===== src/rtl/xrs_pkg.sv =====
package xrs_pkg;

   // Sequencer states, ordered by bring-up progress
   typedef enum logic [3:0] {
      ST_POR       = 4'd0,   // power-on hold, PLL in reset
      ST_PLL_WAIT  = 4'd1,   // PLL released, waiting for lock
      ST_BUSY_WAIT = 4'd2,   // transmit up, waiting for reconfig idle
      ST_SETTLE    = 4'd3,   // reconfig idle, counting settle clocks
      ST_COMPLY    = 4'd4,   // compliance phase, receive released
      ST_NORMAL    = 4'd5,   // normal phase, all lanes locked
      ST_RELOCK    = 4'd6,   // normal phase, waiting for lane lock
      ST_LOCK_DLY  = 4'd7,   // normal phase, lock-time delay
      ST_DIG_PULSE = 4'd8    // normal phase, receive digital pulse
   } seq_state_e;

   typedef struct packed {
      logic pll_rst;
      logic tx_dig;
      logic rx_ana;
      logic rx_dig;
      logic normal;
   } rst_vec_t;

   // Reset levels that each state presents at the outputs
   function automatic rst_vec_t state_levels(input seq_state_e st);
      rst_vec_t v;
      v = '{pll_rst: 1'b1, tx_dig: 1'b1, rx_ana: 1'b1, rx_dig: 1'b1, normal: 1'b0};
      case (st)
         ST_POR:       v = '{1'b1, 1'b1, 1'b1, 1'b1, 1'b0};
         ST_PLL_WAIT:  v = '{1'b0, 1'b1, 1'b1, 1'b1, 1'b0};
         ST_BUSY_WAIT: v = '{1'b0, 1'b0, 1'b1, 1'b1, 1'b0};
         ST_SETTLE:    v = '{1'b0, 1'b0, 1'b1, 1'b1, 1'b0};
         ST_COMPLY:    v = '{1'b0, 1'b0, 1'b0, 1'b0, 1'b0};
         ST_NORMAL:    v = '{1'b0, 1'b0, 1'b0, 1'b0, 1'b1};
         ST_RELOCK:    v = '{1'b0, 1'b0, 1'b0, 1'b0, 1'b1};
         ST_LOCK_DLY:  v = '{1'b0, 1'b0, 1'b0, 1'b0, 1'b1};
         ST_DIG_PULSE: v = '{1'b0, 1'b0, 1'b0, 1'b1, 1'b1};
         default:      v = '{1'b1, 1'b1, 1'b1, 1'b1, 1'b0};
      endcase
      return v;
   endfunction

   function automatic int max4(input int a, input int b, input int c, input int d);
      int m;
      m = a;
      if (b > m) m = b;
      if (c > m) m = c;
      if (d > m) m = d;
      return m;
   endfunction

endpackage


===== src/rtl/xrs_timer.sv =====
module xrs_timer #(
   parameter int CNT_W = 8
) (
   input  logic             clk,
   input  logic             rst_n,
   input  logic             clr_i,
   output logic [CNT_W-1:0] cnt_o
);

   localparam logic [CNT_W-1:0] CNT_TOP = {CNT_W{1'b1}};

   logic [CNT_W-1:0] cnt_q;

   // Counts clocks spent in the current state, saturating at the top
   always_ff @(posedge clk or negedge rst_n) begin
      if (!rst_n) begin
         cnt_q <= '0;
      end else if (clr_i) begin
         cnt_q <= '0;
      end else if (cnt_q != CNT_TOP) begin
         cnt_q <= cnt_q + 1'b1;
      end
   end

   assign cnt_o = cnt_q;

endmodule


===== src/rtl/xrs_lock_merge.sv =====
module xrs_lock_merge #(
   parameter int NUM_LANES = 1
) (
   input  logic [NUM_LANES-1:0] lock_i,
   output logic                 all_o
);

   generate
      if (NUM_LANES == 1) begin : g_single
         assign all_o = lock_i[0];
      end else begin : g_bonded
         logic [NUM_LANES-1:0] chain;
         assign chain[0] = lock_i[0];
         for (genvar g = 1; g < NUM_LANES; g++) begin : g_and
            assign chain[g] = chain[g-1] & lock_i[g];
         end
         assign all_o = chain[NUM_LANES-1];
      end
   endgenerate

endmodule


===== src/rtl/xrs_fsm.sv =====
module xrs_fsm
   import xrs_pkg::*;
#(
   parameter int POR_CYCLES       = 50,
   parameter int SETTLE_CYCLES    = 2,
   parameter int LOCK_WAIT_CYCLES = 200,
   parameter int PULSE_CYCLES     = 2,
   parameter int CNT_W            = 8
) (
   input  logic             clk,
   input  logic             rst_n,
   input  logic             pll_locked_i,
   input  logic             busy_i,
   input  logic             all_lock_i,
   input  logic             done_i,
   input  logic [CNT_W-1:0] cnt_i,
   output logic             cnt_clr_o,
   output rst_vec_t         rst_o
);

   localparam logic [CNT_W-1:0] POR_LAST    = CNT_W'(POR_CYCLES - 1);
   localparam logic [CNT_W-1:0] SETTLE_LAST = CNT_W'(SETTLE_CYCLES - 1);
   localparam logic [CNT_W-1:0] LOCK_LAST   = CNT_W'(LOCK_WAIT_CYCLES - 1);
   localparam logic [CNT_W-1:0] PULSE_LAST  = CNT_W'(PULSE_CYCLES - 1);

   seq_state_e state_q, state_d;
   rst_vec_t   rst_q;
   logic       pll_watch;

   // PLL lock is watched once the PLL has been released and has locked
   assign pll_watch = (state_q != ST_POR) && (state_q != ST_PLL_WAIT);

   always_comb begin
      state_d = state_q;
      case (state_q)
         ST_POR: begin
            if (cnt_i == POR_LAST) state_d = ST_PLL_WAIT;
         end
         ST_PLL_WAIT: begin
            if (pll_locked_i) state_d = ST_BUSY_WAIT;
         end
         ST_BUSY_WAIT: begin
            if (!busy_i) state_d = ST_SETTLE;
         end
         ST_SETTLE: begin
            if (busy_i) begin
               state_d = ST_BUSY_WAIT;
            end else if (cnt_i == SETTLE_LAST) begin
               state_d = ST_COMPLY;
            end
         end
         ST_COMPLY: begin
            if (done_i) state_d = ST_NORMAL;
         end
         ST_NORMAL: begin
            if (!all_lock_i) state_d = ST_RELOCK;
         end
         ST_RELOCK: begin
            if (all_lock_i) state_d = ST_LOCK_DLY;
         end
         ST_LOCK_DLY: begin
            if (!all_lock_i) begin
               state_d = ST_RELOCK;
            end else if (cnt_i == LOCK_LAST) begin
               state_d = ST_DIG_PULSE;
            end
         end
         ST_DIG_PULSE: begin
            if (cnt_i == PULSE_LAST) state_d = ST_NORMAL;
         end
         default: state_d = ST_POR;
      endcase
      if (pll_watch && !pll_locked_i) begin
         state_d = ST_POR;
      end
   end

   assign cnt_clr_o = (state_d != state_q);

   always_ff @(posedge clk or negedge rst_n) begin
      if (!rst_n) begin
         state_q <= ST_POR;
         rst_q   <= state_levels(ST_POR);
      end else begin
         state_q <= state_d;
         rst_q   <= state_levels(state_d);
      end
   end

   assign rst_o = rst_q;

endmodule


===== src/rtl/xcvr_rst_seq.sv =====
module xcvr_rst_seq
   import xrs_pkg::*;
#(
   parameter int NUM_LANES        = 1,
   parameter int POR_CYCLES       = 50,
   parameter int SETTLE_CYCLES    = 2,
   parameter int LOCK_WAIT_CYCLES = 200,
   parameter int PULSE_CYCLES     = 2
) (
   input  logic                 clk,
   input  logic                 rst_n,
   input  logic                 pll_locked_i,
   input  logic                 reconfig_busy_i,
   input  logic [NUM_LANES-1:0] rx_freq_lock_i,
   input  logic                 link_done_i,
   output logic                 pll_rst_o,
   output logic                 tx_dig_rst_o,
   output logic                 rx_ana_rst_o,
   output logic                 rx_dig_rst_o,
   output logic                 normal_phase_o
);

   localparam int MAX_CNT = max4(POR_CYCLES, SETTLE_CYCLES, LOCK_WAIT_CYCLES, PULSE_CYCLES);
   localparam int CNT_W   = $clog2(MAX_CNT + 1);

   generate
      if (NUM_LANES != 1 && NUM_LANES != 2 && NUM_LANES != 4) begin : g_bad_lanes
         $error("xcvr_rst_seq: NUM_LANES must be 1, 2 or 4");
      end
      if (POR_CYCLES < 2) begin : g_bad_por
         $error("xcvr_rst_seq: POR_CYCLES must be at least 2");
      end
      if (SETTLE_CYCLES < 1 || LOCK_WAIT_CYCLES < 1 || PULSE_CYCLES < 1) begin : g_bad_cnt
         $error("xcvr_rst_seq: settle, lock-wait and pulse counts must be at least 1");
      end
   endgenerate

   logic             all_lock;
   logic             cnt_clr;
   logic [CNT_W-1:0] cnt;
   rst_vec_t         rst_vec;

   xrs_lock_merge #(
      .NUM_LANES (NUM_LANES)
   ) lock_merge_i (
      .lock_i (rx_freq_lock_i),
      .all_o  (all_lock)
   );

   xrs_timer #(
      .CNT_W (CNT_W)
   ) timer_i (
      .clk   (clk),
      .rst_n (rst_n),
      .clr_i (cnt_clr),
      .cnt_o (cnt)
   );

   xrs_fsm #(
      .POR_CYCLES       (POR_CYCLES),
      .SETTLE_CYCLES    (SETTLE_CYCLES),
      .LOCK_WAIT_CYCLES (LOCK_WAIT_CYCLES),
      .PULSE_CYCLES     (PULSE_CYCLES),
      .CNT_W            (CNT_W)
   ) fsm_i (
      .clk          (clk),
      .rst_n        (rst_n),
      .pll_locked_i (pll_locked_i),
      .busy_i       (reconfig_busy_i),
      .all_lock_i   (all_lock),
      .done_i       (link_done_i),
      .cnt_i        (cnt),
      .cnt_clr_o    (cnt_clr),
      .rst_o        (rst_vec)
   );

   assign pll_rst_o      = rst_vec.pll_rst;
   assign tx_dig_rst_o   = rst_vec.tx_dig;
   assign rx_ana_rst_o   = rst_vec.rx_ana;
   assign rx_dig_rst_o   = rst_vec.rx_dig;
   assign normal_phase_o = rst_vec.normal;

endmodule


===== config.mk =====
export PLATFORM = sky130hd
export DESIGN_NAME = xcvr_rst_seq
export DESIGN_NICKNAME = d
export VERILOG_FILES = /design/src/rtl/xrs_pkg.sv /design/src/rtl/xrs_timer.sv /design/src/rtl/xrs_lock_merge.sv /design/src/rtl/xrs_fsm.sv /design/src/rtl/xcvr_rst_seq.sv
export SDC_FILE = /design/constraint.sdc
export NUM_CORES = 1
export LEC_CHECK = 0
export BUFFER_PORTS_ARGS = -buffer_cell sky130_fd_sc_hd__buf_2
export CORE_ASPECT_RATIO = 1.2
export CORE_MARGIN = 4
export CORE_UTILIZATION = 57
export CTS_CLUSTER_SIZE = 16
export DETAILED_ROUTE_END_ITERATION = 8
export GPL_TIMING_DRIVEN = 1
export PLACE_DENSITY = 0.78
export SYNTH_ARGS = -nofsm -noshare
export SYNTH_HDL_FRONTEND = slang
export SYNTH_HIERARCHICAL = 1
export SYNTH_SLANG_ARGS = --single-unit

===== constraint.sdc =====
create_clock -name clk -period 2.94 [get_ports clk]
set_input_delay 0.147 -clock clk [delete_from_list [all_inputs] [get_ports clk]]
set_output_delay 0.147 -clock clk [all_outputs]
set_load 0.01 [all_outputs]

**After elaboration in Yosys (flattened, before gate mapping)**

Memory sizes are Yosys's and may differ from the RTL's. A register that Yosys moved wholly into a read port is not among the register bits.
Cells that the tools add are included.

- Memories: 1
- Register bits: 12
- Memory bits (read-only): 80
- Input bits: 6
- Logic and storage cells: 40

Memories:

| name | words | bits a word | read ports | clocked after memory_dff | write ports | line | text |
|---|---|---|---|---|---|---|---|
| (name not given) | 16 | 5 | 1 | 1 | 0 | xrs_pkg.sv:28 | `case (st)` |

- Reduce and logical (&&, ||, !) cells: 7
- $add $sub $neg: 1
- Equality and inequality tests: 14
- Multiplexer cells: 15

Operators with widths:

| cell | number |
|---|---|
| 2-to-1 mux 4 bit | 12 |
| one-hot mux 4 bit (9 select lines) | 1 |
| == test 4 x 3 -> 1 bit (second input constant) | 4 |
| 2-to-1 mux 8 bit | 2 |
| adder 8 x 1 -> 8 bit (second input constant) | 1 |
| == test 4 x 2 -> 1 bit (second input constant) | 2 |
| == test 8 x 1 -> 1 bit (second input constant) | 1 |
| == test 8 x 6 -> 1 bit (second input constant) | 1 |
| == test 8 bit (second input constant) | 1 |
| inequality test 8 bit (second input constant) | 1 |
| == test 4 x 1 -> 1 bit (second input constant) | 1 |
| == test 4 bit (second input constant) | 1 |
| zero test 4 bit | 1 |
| inequality test 4 x 1 -> 1 bit (second input constant) | 1 |
| inequality test 4 bit | 1 |
| nonzero test 4 bit | 1 |
| logical AND 1 bit | 2 |
| zero test 1 bit | 2 |
| nonzero test 2 bit | 1 |

**Depth between registers and ports, before layout**

Gate-level depths: netlist of the first run.

- Word-level depth: 7
- Gate-level depth with buffers: 9

**Modules after synthesis**

The synthesis of the first run kept the hierarchy.

Modules (own cells, without submodules):

| module | cells each | area each (um^2) | instances | sequential area each (um^2) |
|---|---|---|---|---|
| xrs_fsm | 75 | 688.2 | 1 | 230.2 |
| xrs_timer | 41 | 421.7 | 1 | 200.2 |
| xrs_lock_merge | 1 | 7.5 | 1 | 0.0 |

**Worst setup path before layout of the first run**

Ideal clock, no wire load.

- Kind: register -> register
- Start point: reg timer_i.cnt_q[5] (netlist: timer_i/cnt_o[5])
- End point: reg timer_i.cnt_q[2] (netlist: timer_i/cnt_o[2])
- Arrival: 2045 ps
- Stages on the path, launching flop included: 9
- Data required time: 2801 ps
- Setup time: 139 ps
- Setup slack: 756 ps
- Period minus slack after synthesis: 2184 ps
- Cells stage by stage: dfrtp_1 > nor4b_4 > nand2_1 > and3_4 > nor4_4 > mux2i_1 > buf_1 > o21bai_1 > a31oi_1

- Word-level cells in the longest chain between the ends: 7
- Elaborated cells on any way between the ends: 15
- Classes of those cells: eq/ne (5); mux (9); reduce/logical (1)

Ends and longest elaborated chain:

| element | line | text |
|---|---|---|
| start, declared | xrs_timer.sv:12 | `logic [CNT_W-1:0] cnt_q;` |
| start signal, assigned | xrs_timer.sv:21 | `cnt_q <= cnt_q + 1'b1;` |
| == test 8 bit or == test 8 x 1 -> 1 bit (tied branches) | xrs_fsm.sv:64, xrs_fsm.sv:48, xrs_fsm.sv:69 |  |
| 2-to-1 mux 4 bit, on equally long branches | xrs_fsm.sv:64, xrs_fsm.sv:48 |  |
| 2-to-1 mux 4 bit, on equally long branches | xrs_fsm.sv:62, xrs_fsm.sv:46 |  |
| one-hot mux 4 bit (9 select lines) (*) | xrs_fsm.sv:35 | `case (state_q)` |
| 2-to-1 mux 4 bit (*) | xrs_fsm.sv:73 | `if (pll_watch && !pll_locked_i) begin` |
| inequality test 4 bit (*) | xrs_fsm.sv:78 | `assign cnt_clr_o = (state_d != state_q);` |
| named net cnt_clr | xcvr_rst_seq.sv:39 | `logic cnt_clr;` |
| 2-to-1 mux 8 bit or nonzero test 2 bit (tied branches) | n/a |  |

Mark *: on every way through the listed nets, which the timed path passes. The rest lies on a longest branch.
A chain may end at the register's enable or synchronous reset.

**Final worst setup path of the first run**

Same ends and word-level chain as after synthesis.

==> results.md, run 1 <==
* Mapped Cells at about 120
* Post-synth cell types at 45
* Placed cell count at approximately 140
* Clk pin slew, worst setup/hold paths at roughly 0.1 ns
* # setup viols final at 0
* Starting Density at 60.4%
* Multi-input logic area at approximately 630 sq um
* Sequential area share after synthesis at ~39%
* Setup Skew at 0.00101 ns
* Total Nets Final at around 140
* Critical path's top delay family: simple AND/OR/NAND/NOR gates
* FF+latch count, synth at 17
* Worst skew pair latency at around 0.28 ns
* CTS H-tree depth at 1
* Initial DRC count at 21
* Worst r2r path cells at 8
* Total grt overflow at 0
* Pwr per Cell Area at 803 nW/um^2
* Total power at approximately 970 uW
* Post-Route WL at ~2400 um
* RSZ-0062 raised after global routing: no
* Critical Path Fanout Max at 10
* Vias in the first global route at 955
* Net Count, Synth at approximately 120
* Hold_ws at 0.311 ns
* First-pass GRT wire length at ~4200 um
* Crit path DAT at approximately 2.5 ns
* Commonest non-fill, non-tap cell in the layout: dfrtp_1
* Clock Path Buffers at 2
* Area Overhead vs Synth at 7.84%
* Critical path class: reg -> reg
* Largest net degree at the start of global routing at 18
* Sinks on the clock net at 17
* DRT Pass-1 Iters at 4
* Max Freq at 429 MHz
* Total die area at ~2700 sq um
* GRT Overall Usage at a little under a fifth
* Initial antenna violation count at 0
* Num rows at 17
* ANT cells at 0
* Fillers at about 170
* Bufs and invs on worst path at 1
* CTS Buf Count at 3
* Main synth FF type: dfrtp_1
* Status: completed
* Vias/cell at between 6 and 7
* CP max stage cell: dfrtp_1
* Reg2reg end: timer_i/cnt_o[2]
* Worst setup margin at between 0.6 and 0.7 ns
* Ordered cell list for the critical path: nor4b_4 > nand2_1 > and3_4 > nor4_4 > mux2i_1 > buf_4 > o21bai_1 > a31oi_1
* Tmin final at between 2 and 2.5 ns
* Routability-driven placement congestion ratio at ~0.9
* Top Ports at 11
* Synthesized area per cell at approximately 9.5 sq um
* Pins Over Slew Limit at 0
* Residual DRC at 0
* Worst-margin pin slew at approximately 0.55 ns
* Post-Layout Cell Count at 146
* Crit path launch: timer_i/cnt_o[5]
* Asr flop ratio synth at between 90% and 100%
* DP HPWL at ~1800 um
* Synth Warn # at 6
* FF-to-FF Start: timer_i/cnt_o[5]
* R2R setup slack at roughly 0.61 ns
* Final hold vios at 0
* CTS root buffer: clkbuf_4
* Max-Cap Viols at 0
* DR WL/cell at between 15 and 20 um
* Commonest non-fill, non-tap cells in the layout: dfrtp_1 (13), buf_2 (10), nor2_1 (7), a21oi_1 (7)
* Crit end category: flip-flop
* Die W at about 48 um
* Rel. slew slack at between 60% and 70%
* Worst Path Required at a little over 3 ns
* ANT nets after route at 0
* Layout cell share with drive strength beyond 1 at between 20 and 30%
* HP Class: in -> async
* Register area at 430 sq um
* Number of synthesized flops with an enable pin at 0
* CORE AREA at between 1500 and 2000 sq um
* Worst path depth at 8
* Detailed-route via count at ~950
* Tcrit/Tclk final at 79.4%
* # Post-CTS Setup Buffers at 0
* Setup TNS at 0 ns
* Largest stage delay, worst path at approximately 0.52 ns
* Die height at 56.5 um
* CP Capture Point: timer_i/cnt_o[2]
* PortBufs at 10
* Pre-CTS setup slack at between 0.6 and 0.7 ns
* CTS tree: done
* LEAKAGE at 0.503 nW
* Post-synthesis instance area at approximately 1100 sq um
* Critical path launch point type: flip-flop
* Maximum vdd drop at roughly 0.00053 V
==> per-stage QoR <==
step           area, sq um  utilization [%]
2_1_floorplan         1120                -
3_3_place_gp          1170             63.1
3_5_place_dp          1170             63.1
4_1_cts               1200             65.1
5_1_grt               1200             65.1
6_report              1200             65.1
==> synth_stat cells (2+ instances only) <==
cell,number,area [sq um]
and2_1,2,12.5
nand2b_1,4,25.0
o21bai_1,2,15.0
o21ai_0,4,20.0
nor3_1,5,25.0
dfstp_2,4,105
buf_2,4,20.0
and3_4,2,22.5
or2_2,2,12.5
nor2_1,7,26.3
nand4_1,3,18.8
dfrtp_1,13,325
nand4b_1,2,17.5
nor3b_1,3,22.5
nand2_1,4,15.0
a211oi_1,3,22.5
a21oi_1,7,35.0
nand3b_1,2,15.0
a21boi_0,2,15.0
and4_2,3,30.0
a31oi_1,6,37.5
inv_1,6,22.5
nor4_4,2,42.5
and3_1,2,12.5
nand3_1,3,15.0
==> report_power, final <==
| part | switching, mW | leakage (nW) | total (mW) | internal (mW) |
|---|---|---|---|---|
| combinational | 0.215 | 0.268 | 0.418 | 0.202 |
| sequential | 0.123 | 0.217 | 0.429 | 0.306 |
| clock | 0.0707 | 0.0177 | 0.121 | 0.0504 |
==> routing by layer <==
layer / part of all wire, % / wire (um) / vias to the layer above / global-route usage, %
met5: 0 / 0 / - / 0
met4: 1.6 / 38 / 0 / 9.09
met3: 3.1 / 76 / 4 / 1.06
met2: 55 / 1340 / 27 / 33.4
met1: 40 / 983 / 455 / 22.0
li1: - / - / 460 / -
==> cells by family (layout without fill, tap and decap cells) <==
group                      after synthesis  in the layout  share of synthesized area [%]
AOI/OAI and AO/OA                       31             31                           18.3
adders and majority gates                1              1                           1.12
muxes                                    1              1                          0.896
and+or+nand+nor                         55             55                           36.4
buffers and inverters                   12             22                           4.82
DFF                                     17             17                           38.5
==> cell type report <==
class | count | share of cell area (%)
multi-input cells | 88 | 52.5
repair buffers | 12 | 5.61
flip-flops and latches | 17 | 35.7
well taps | 19 | 1.97
inverters | 6 | 1.87
clock buffers | 3 | 1.87
clock inverters | 1 | 0.415
==> worst min-delay path by stage <==
stage                from               end  slack [ns]  cells past startpoint
CTS                 rst_n  timer_i/cnt_o[4]        0.30                      2
global placement    rst_n  fsm_i/state_q[2]        0.07                      1
floorplan           rst_n    fsm_i/rst_o[0]       -0.15                      0
finish              rst_n  fsm_i/state_q[0]        0.31                      2
global route        rst_n  fsm_i/state_q[0]        0.33                      2
detailed placement  rst_n  fsm_i/state_q[0]        0.08                      1
==> sequential cells by signal, indices dropped and copies added, names as in the netlist <==
| name | cells |
|---|---|
| timer_i/cnt_o | 8 |
| fsm_i/rst_o | 5 |
| fsm_i/state_q | 4 |
==> repair_timing <==
item	CTS	global route
endpoints found under the hold margin	13	0
resized for setup	0	0
hold buffers	1	0
Power figures use the tool's default switching activity.
==> run 2: changes to the inputs <==
Settings changed: ABC_AREA from default to 1, CORE_UTILIZATION 57 to 53, PLACE_DENSITY 0.78 to 0.76.
Clock period 2.94 ns to 1.88 ns, I/O delays scaled along.
==> run 2 against run 1 <==
The flow now finishes with violations (setup timing); register-to-register slack lost 0.68 ns; combinational power grew to 3.5 times the previous value; clock skew grew 0.0038 ns; hold slack lost 0.086 ns; non-clock buffer count grew 29; die area grew 22%; fmax grew 19%; critical endpoint is now timer_i/cnt_o[0]; largest cell class unchanged; largest power group is now combinational cells.
==> results.md, run 2 <==
* Post-synth top area cell: dfrtp_1
* Placed cell count at 260
* Crit path DAT at between 2 and 2.5 ns
* Commonest non-fill, non-tap cell in the layout: nand2_1
* Top Ports at 11
* Hold_ws at 0.224 ns
* Post-Route WL at ~3700 um
* Vias/cell at roughly 5.4
* Tmin final at about 2 ns
* DRT Pass-1 Iters at 5
* Pins Over Slew Limit at 0
* Rel. slew slack at about three quarters
* Switching share of power at 45.5%
* ANT nets after route at 0
* Die W at between 50 and 60 um
* Crit end category: flip-flop
* Status: finished, violations left
* Reg2reg end: timer_i/cnt_o[0]
* Worst r2r path cells at 15
* Post-Layout Cell Count at roughly 270
* LEAKAGE at 0.953 nW
* Commonest non-fill, non-tap cells in the layout: nand2_1 (65), inv_1 (27), buf_4 (27), nand3_1 (21), nor2_1 (14)
* Asr flop ratio synth at 100%
* CTS root buffer: clkbuf_4
* Tcrit/Tclk final at 104%
* Seq pwr share at approximately 25%
* Most frequent cell after synthesis: nand2_1
* Sequential area share after synthesis at 32.9%
* Critical path launch point type: flip-flop
* Worst skew pair latency at 0.30 ns
* Num rows at 19
* Share of the synthesized area in the top cell type at 24.8%
* CP max stage cell: dfrtp_2
* # setup viols final at 8
* Setup Skew at between 0.004 and 0.005 ns
* Largest net degree at the start of global routing at 18
* Total grt overflow at 0
* Post-synthesis instance area at roughly 1300 sq um
* Clk pin slew, worst setup/hold paths at approximately 0.09 ns
* Synth cell count leaders: nand2_1 (70), inv_1 (31), nand3_1 (23)
* Detailed-route via count at 1,491
* CTS Buf Count at 3
* R2R setup slack at -0.08 ns
* FF-to-FF Start: fsm_i/state_q[3]
* CP dominant cell by count: nand2_1
* Fin util at 74.5%
* Mapped Cells at between 150 and 200
* Maximum vdd drop at between 0.0009 and 0.001 V
* Total die area at around 3300 sq um
* Critical Path Fanout Max at 8
* Post-synth cell types at 24
* Failing checks: setup timing
* ANT cells at 0
* Max reg flops at 8
* PortBufs at 10
* Clock Path Buffers at 2
* Bufs and invs on worst path at 3
* Sw Pwr at 1.01 mW
* Pwr per Cell Area at between 1000 and 1500 nW/um^2
* Largest stage delay, worst path at around 0.46 ns
* Top cells by area, synth: dfrtp_1 (25%), nand2_1 (20%), inv_1 (8.9%)
* Synth Warn # at 6
* Ordered cell list for the critical path: buf_6 > nor2_4 > buf_4 > nand2_1 > nand2_1 > nand2_1 > nand2_1 > nor2_1 > nand2_1 > nand3_1 > nand2_1 > nand3_2 > inv_4 > nand3_4 > o21ai_2
* Number of synthesized flops with an enable pin at 0
* Final hold vios at 0
* FF+latch count, synth at 17
* Synthesized area per cell at about 6.6 sq um
* Critical path's top delay family: simple AND/OR/NAND/NOR gates
* Main synth FF type: dfrtp_1
* Clock power share at around 8.6%
* Residual DRC at 0
* Worst-margin pin slew at 0.365 ns
* Initial DRC count at between 80 and 90
* HP Class: in -> async
* Max-Cap Viols at 0
* CORE AREA at ~2300 sq um
* CTS H-tree depth at 1
* Initial antenna violation count at 0
* Total power at around 2.2 mW
* Vias in the first global route at ~1,500
* Sinks on the clock net at 17
* Routability-driven placement congestion ratio at ~0.9
* Pre-CTS setup slack at -0.188 ns
* GRT Overall Usage at between 20% and 30%
* DP HPWL at between 2000 and 3000 um
* Max Freq at 511 MHz
* Layout cell share with drive strength beyond 1 at between 30% and 40%
* Worst setup margin at -0.0771 ns
* DR WL/cell at between 10 and 15 um
* Worst Path Required at 2.11 ns
* Die height at ~62 um
* Critical path class: reg -> reg
* Net Count, Synth at 206
* Total Nets Final at 251
* Area Overhead vs Synth at 32.6%
* RSZ-0062 raised after global routing: yes
* CTS tree: done
* Pint at roughly 1.2 mW
* First-pass GRT wire length at roughly 6100 um
* Starting Density at between 50% and 60%
* Combinational power share at around 66%
## run 2: cells by family after synthesis
family | share of synthesized area (%)
DFF | 32.9
adders and majority gates | 0.955
AOI/OAI and AO/OA | 6.11
and+or+nand+nor | 49.8
buffers and inverters | 10.3
## run 2: what timing repair did
action / in CTS / in global routing
hold endpoints to repair: 17 / 0
resized for setup: 19 / 11
hold buffers: 1 / 0
pin swaps: 15 / 14
setup buffers: 7 / 2
cloned: 0 / 0
setup endpoints to repair: 8 / 8
## run 2: per-layer routing
metal,wire [um],track usage (%)
met5,0,0
met4,195,14.7
met3,217,2.86
met2,1960,43.4
met1,1330,25.4
## run 2: how the worst max path moves through the flow
stage	start	to	slack, ns	cells after the start
finish	fsm_i/state_q[3]	timer_i/cnt_o[0]	-0.08	15
global route	fsm_i/state_q[3]	timer_i/cnt_o[0]	-0.21	14
CTS	fsm_i/state_q[1]	timer_i/cnt_o[0]	-0.05	15
detailed placement	fsm_i/state_q[3]	timer_i/cnt_o[0]	-0.19	13
global placement	fsm_i/state_q[1]	timer_i/cnt_o[2]	-0.13	12
floorplan	fsm_i/state_q[3]	timer_i/cnt_o[2]	0.02	15
## run 2: stage by stage
| stage | area [sq um] | TNS, ns |
|---|---|---|
| after floorplan | 1310 | 0 |
| after global placement | 1550 | -0.786 |
| after detailed placement | 1550 | -1.21 |
| after CTS | 1690 | -0.131 |
| after global routing | 1740 | -1.47 |
| final | 1740 | -0.505 |
## run 2: power by group through the flow
stage	clock, mW	sequential, mW	combinational (mW)
global placement	0	0.537	1.07
finish	0.191	0.556	1.47
CTS	0.200	0.551	1.29
floorplan	0	0.564	0.694
global route	0.217	0.568	1.61
detailed placement	0	0.536	1.11
## run 2: area by class of cell
cell class | count | area [sq um]
clock inverters | 1 | 5.00
repair buffers | 41 | 297
fillers | 193 | 593
multi-input cells | 147 | 808
clock buffers | 3 | 22.5
flip-flops and latches | 17 | 435
well taps | 31 | 38.8
inverters | 34 | 130
## run 2: worst register-to-register path, delay by kind of cell, from the launching register on
| family | cells | cell delay [ns] |
|---|---|---|
| compound gates | 1 | 0.13 |
| simple gates | 11 | 0.90 |
| buf+inv | 3 | 0.40 |
| flops | 1 | 0.46 |
==> run 3: changes to the inputs <==
Settings changed: CORE_ASPECT_RATIO 1.2 to 0.7.
==> run 3 against run 2 <==
The flow still finishes with violations (setup timing); total power is 11% higher; critical path depth shrank 1; via count increased by 5.8%; final area increased by 7.1%; first-iteration DRC count increased to 2.5 times the previous value; non-clock buffer count grew 7; clock power rose by 5%; setup slack worse by 0.14 ns; sequential power is 1% higher; global-route usage fell by 0.87 points; clock skew increased by 0.013 ns; sequential cell count unchanged; largest power group unchanged.
==> results.md, run 3 (synthesized netlist as in run 2, its figures left out) <==
* Setup Skew at 0.0181 ns
* Critical Path Fanout Max at 6
* PortBufs at 10
* Residual DRC at 0
* Fillers at 140
* CTS tree: done
* Setup TNS at -1.27 ns
* Largest stage delay, worst path at 0.45 ns
* Maximum vdd drop at roughly 0.0011 V
* Starting Density at 58.4%
* Crit end category: flip-flop
* Worst setup margin at -0.221 ns
* Register area at between 400 and 500 sq um
* Top Ports at 11
* Rel. slew slack at ~75%
* Status: finished, violations left
* LEAKAGE at 0.997 nW
* Dpl cell area at 1540 sq um
* Pre-CTS setup slack at -0.196 ns
* Initial antenna violation count at 0
* CTS root buffer: clkbuf_4
* Max-Cap Viols at 0
* Sinks on the clock net at 17
* CP max stage cell: dfrtp_1
* Die W at approximately 67 um
* RSZ-0062 raised after global routing: yes
* Num rows at 14
* Commonest non-fill, non-tap cells in the layout: nand2_1 (58), buf_4 (29), inv_1 (21), nand2_2 (19), nand3_1 (17)
* Worst-margin pin slew at 0.370 ns
* Clk pin slew, worst setup/hold paths at between 0.1 and 0.15 ns
* Total grt overflow at 0
* Multi-input logic area at between 800 and 900 sq um
* # setup viols final at 8
* Final hold vios at 0
* CTS Buf Count at 3
* Tcrit/Tclk final at 112%
* Commonest non-fill, non-tap cell in the layout: nand2_1
* Worst skew pair latency at approximately 0.31 ns
* Cell area after layout at between 1500 and 2000 sq um
* ANT cells at 0
* Pwr per Cell Area at ~1300 nW/um^2
* GRT Overall Usage at 23.4%
* ANT nets after route at 0
* Detailed-route via count at 1,578
* Failing checks: setup timing
* Ordered cell list for the critical path: nor2_4 > nand2_2 > o21ai_2 > nand2_1 > nand2_2 > nand2_4 > nand2_2 > nand2_1 > nor2_2 > nand3_2 > buf_4 > a21oi_2 > nand2_1 > nand2_1
* Critical path launch point type: flip-flop
* Layout cell share with drive strength beyond 1 at between 40 and 50%
* Crit path launch: fsm_i/state_q[3]
* Die height at a little under 50 um
* Vias/cell at between 5 and 6
* Post-Route WL at between 4000 and 5000 um
* Max Freq at 476 MHz
* Crit path DAT at roughly 2.3 ns
* Largest net degree at the start of global routing at 18
* Worst Path Required at 2.10 ns
* Total Nets Final at about 260
* Initial DRC count at ~220
* Total die area at around 3300 sq um
* FF-to-FF Start: fsm_i/state_q[3]
* DR WL/cell at approximately 16 um
* Area Overhead vs Synth at 42.0%
* DP HPWL at ~2600 um
* HP Class: in -> async
* Clock Path Buffers at 2
* First-pass GRT wire length at ~6000 um
* Max reg flops at 8
* CP dominant cell by count: nand2_1
* Tmin final at roughly 2.1 ns
* Routability-driven placement congestion ratio at a little under 0.9
* Vias in the first global route at 1,320
* Critical path class: reg -> reg
* Pins Over Slew Limit at 0
* DRT Pass-1 Iters at 5
* CTS H-tree depth at 1
* CORE AREA at around 2200 sq um
==> run 3: changes by cell type in the layout (fill, tap and decap cells not counted), sizes merged <==
cell / previous run / this run
buf: 40 / 47
clkbuf: 3 / 4
inv: 33 / 32
==> run 3: through the flow <==
step | utilization (%) | hold WS [ns] | std cells | total power [mW]
floorplan | - | -0.202 | 199 | 1.26
global placement | 68.5 | 0.0204 | 259 | 1.61
detailed placement | 68.5 | 0.0241 | 259 | 1.65
CTS | 75.0 | 0.246 | 274 | 1.96
global route | 83.0 | 0.243 | 282 | 2.61
finish | 83.0 | 0.218 | 282 | 2.47
==> run 3: final cells by class <==
cell class / instances / area share, %
inverters: 34 / 7.26
multi-input cells: 147 / 45.5
well taps: 32 / 2.15
flip-flops and latches: 17 / 23.4
clock buffers: 4 / 1.41
repair buffers: 48 / 20.2
==> run 3: power breakdown <==
group | internal (mW) | switching [mW] | total (mW)
Sequential | 0.470 | 0.0910 | 0.562
Clock | 0.0828 | 0.118 | 0.201
Combinational | 0.754 | 0.950 | 1.70
==> run 3: metal layers <==
layer  GRT usage (%)  part of all wire [%]  up-vias
met5               0                     0        -
met2            37.4                    45      116
li1                -                     -      708
met4            6.73                   5.3        0
met1            32.5                    38      716
met3            3.41                    11       38
==> run 3: critical path, delay by kind of cell, from the launching register on <==
family / cells / cell delay (ns)
AO/OA/AOI/OAI: 2 / 0.23
buffers and inverters: 1 / 0.16
flip-flops: 1 / 0.45
AND/OR/NAND/NOR: 11 / 1.20
==> run 3: final timing paths <==
check	depth (start not counted)	slack, ns	to
worst max-delay path	14	-0.22	timer_i/cnt_o[6]
worst min-delay path	2	0.22	timer_i/cnt_o[7]
worst max register to register	14	-0.22	timer_i/cnt_o[6]
worst min register to register	4	0.77	timer_i/cnt_o[3]
max in group asynchronous	2	1.33	fsm_i/rst_o[1]
min in group clk	7	0.45	fsm_i/rst_o[0]
==> run 3: repair_timing <==
action,CTS,global route
pin swaps,13,14
buffers inserted,10,8
gates resized for setup,14,39
setup endpoints to repair,8,8
hold buffers,1,0
hold endpoints to repair,13,0
cloned,0,0
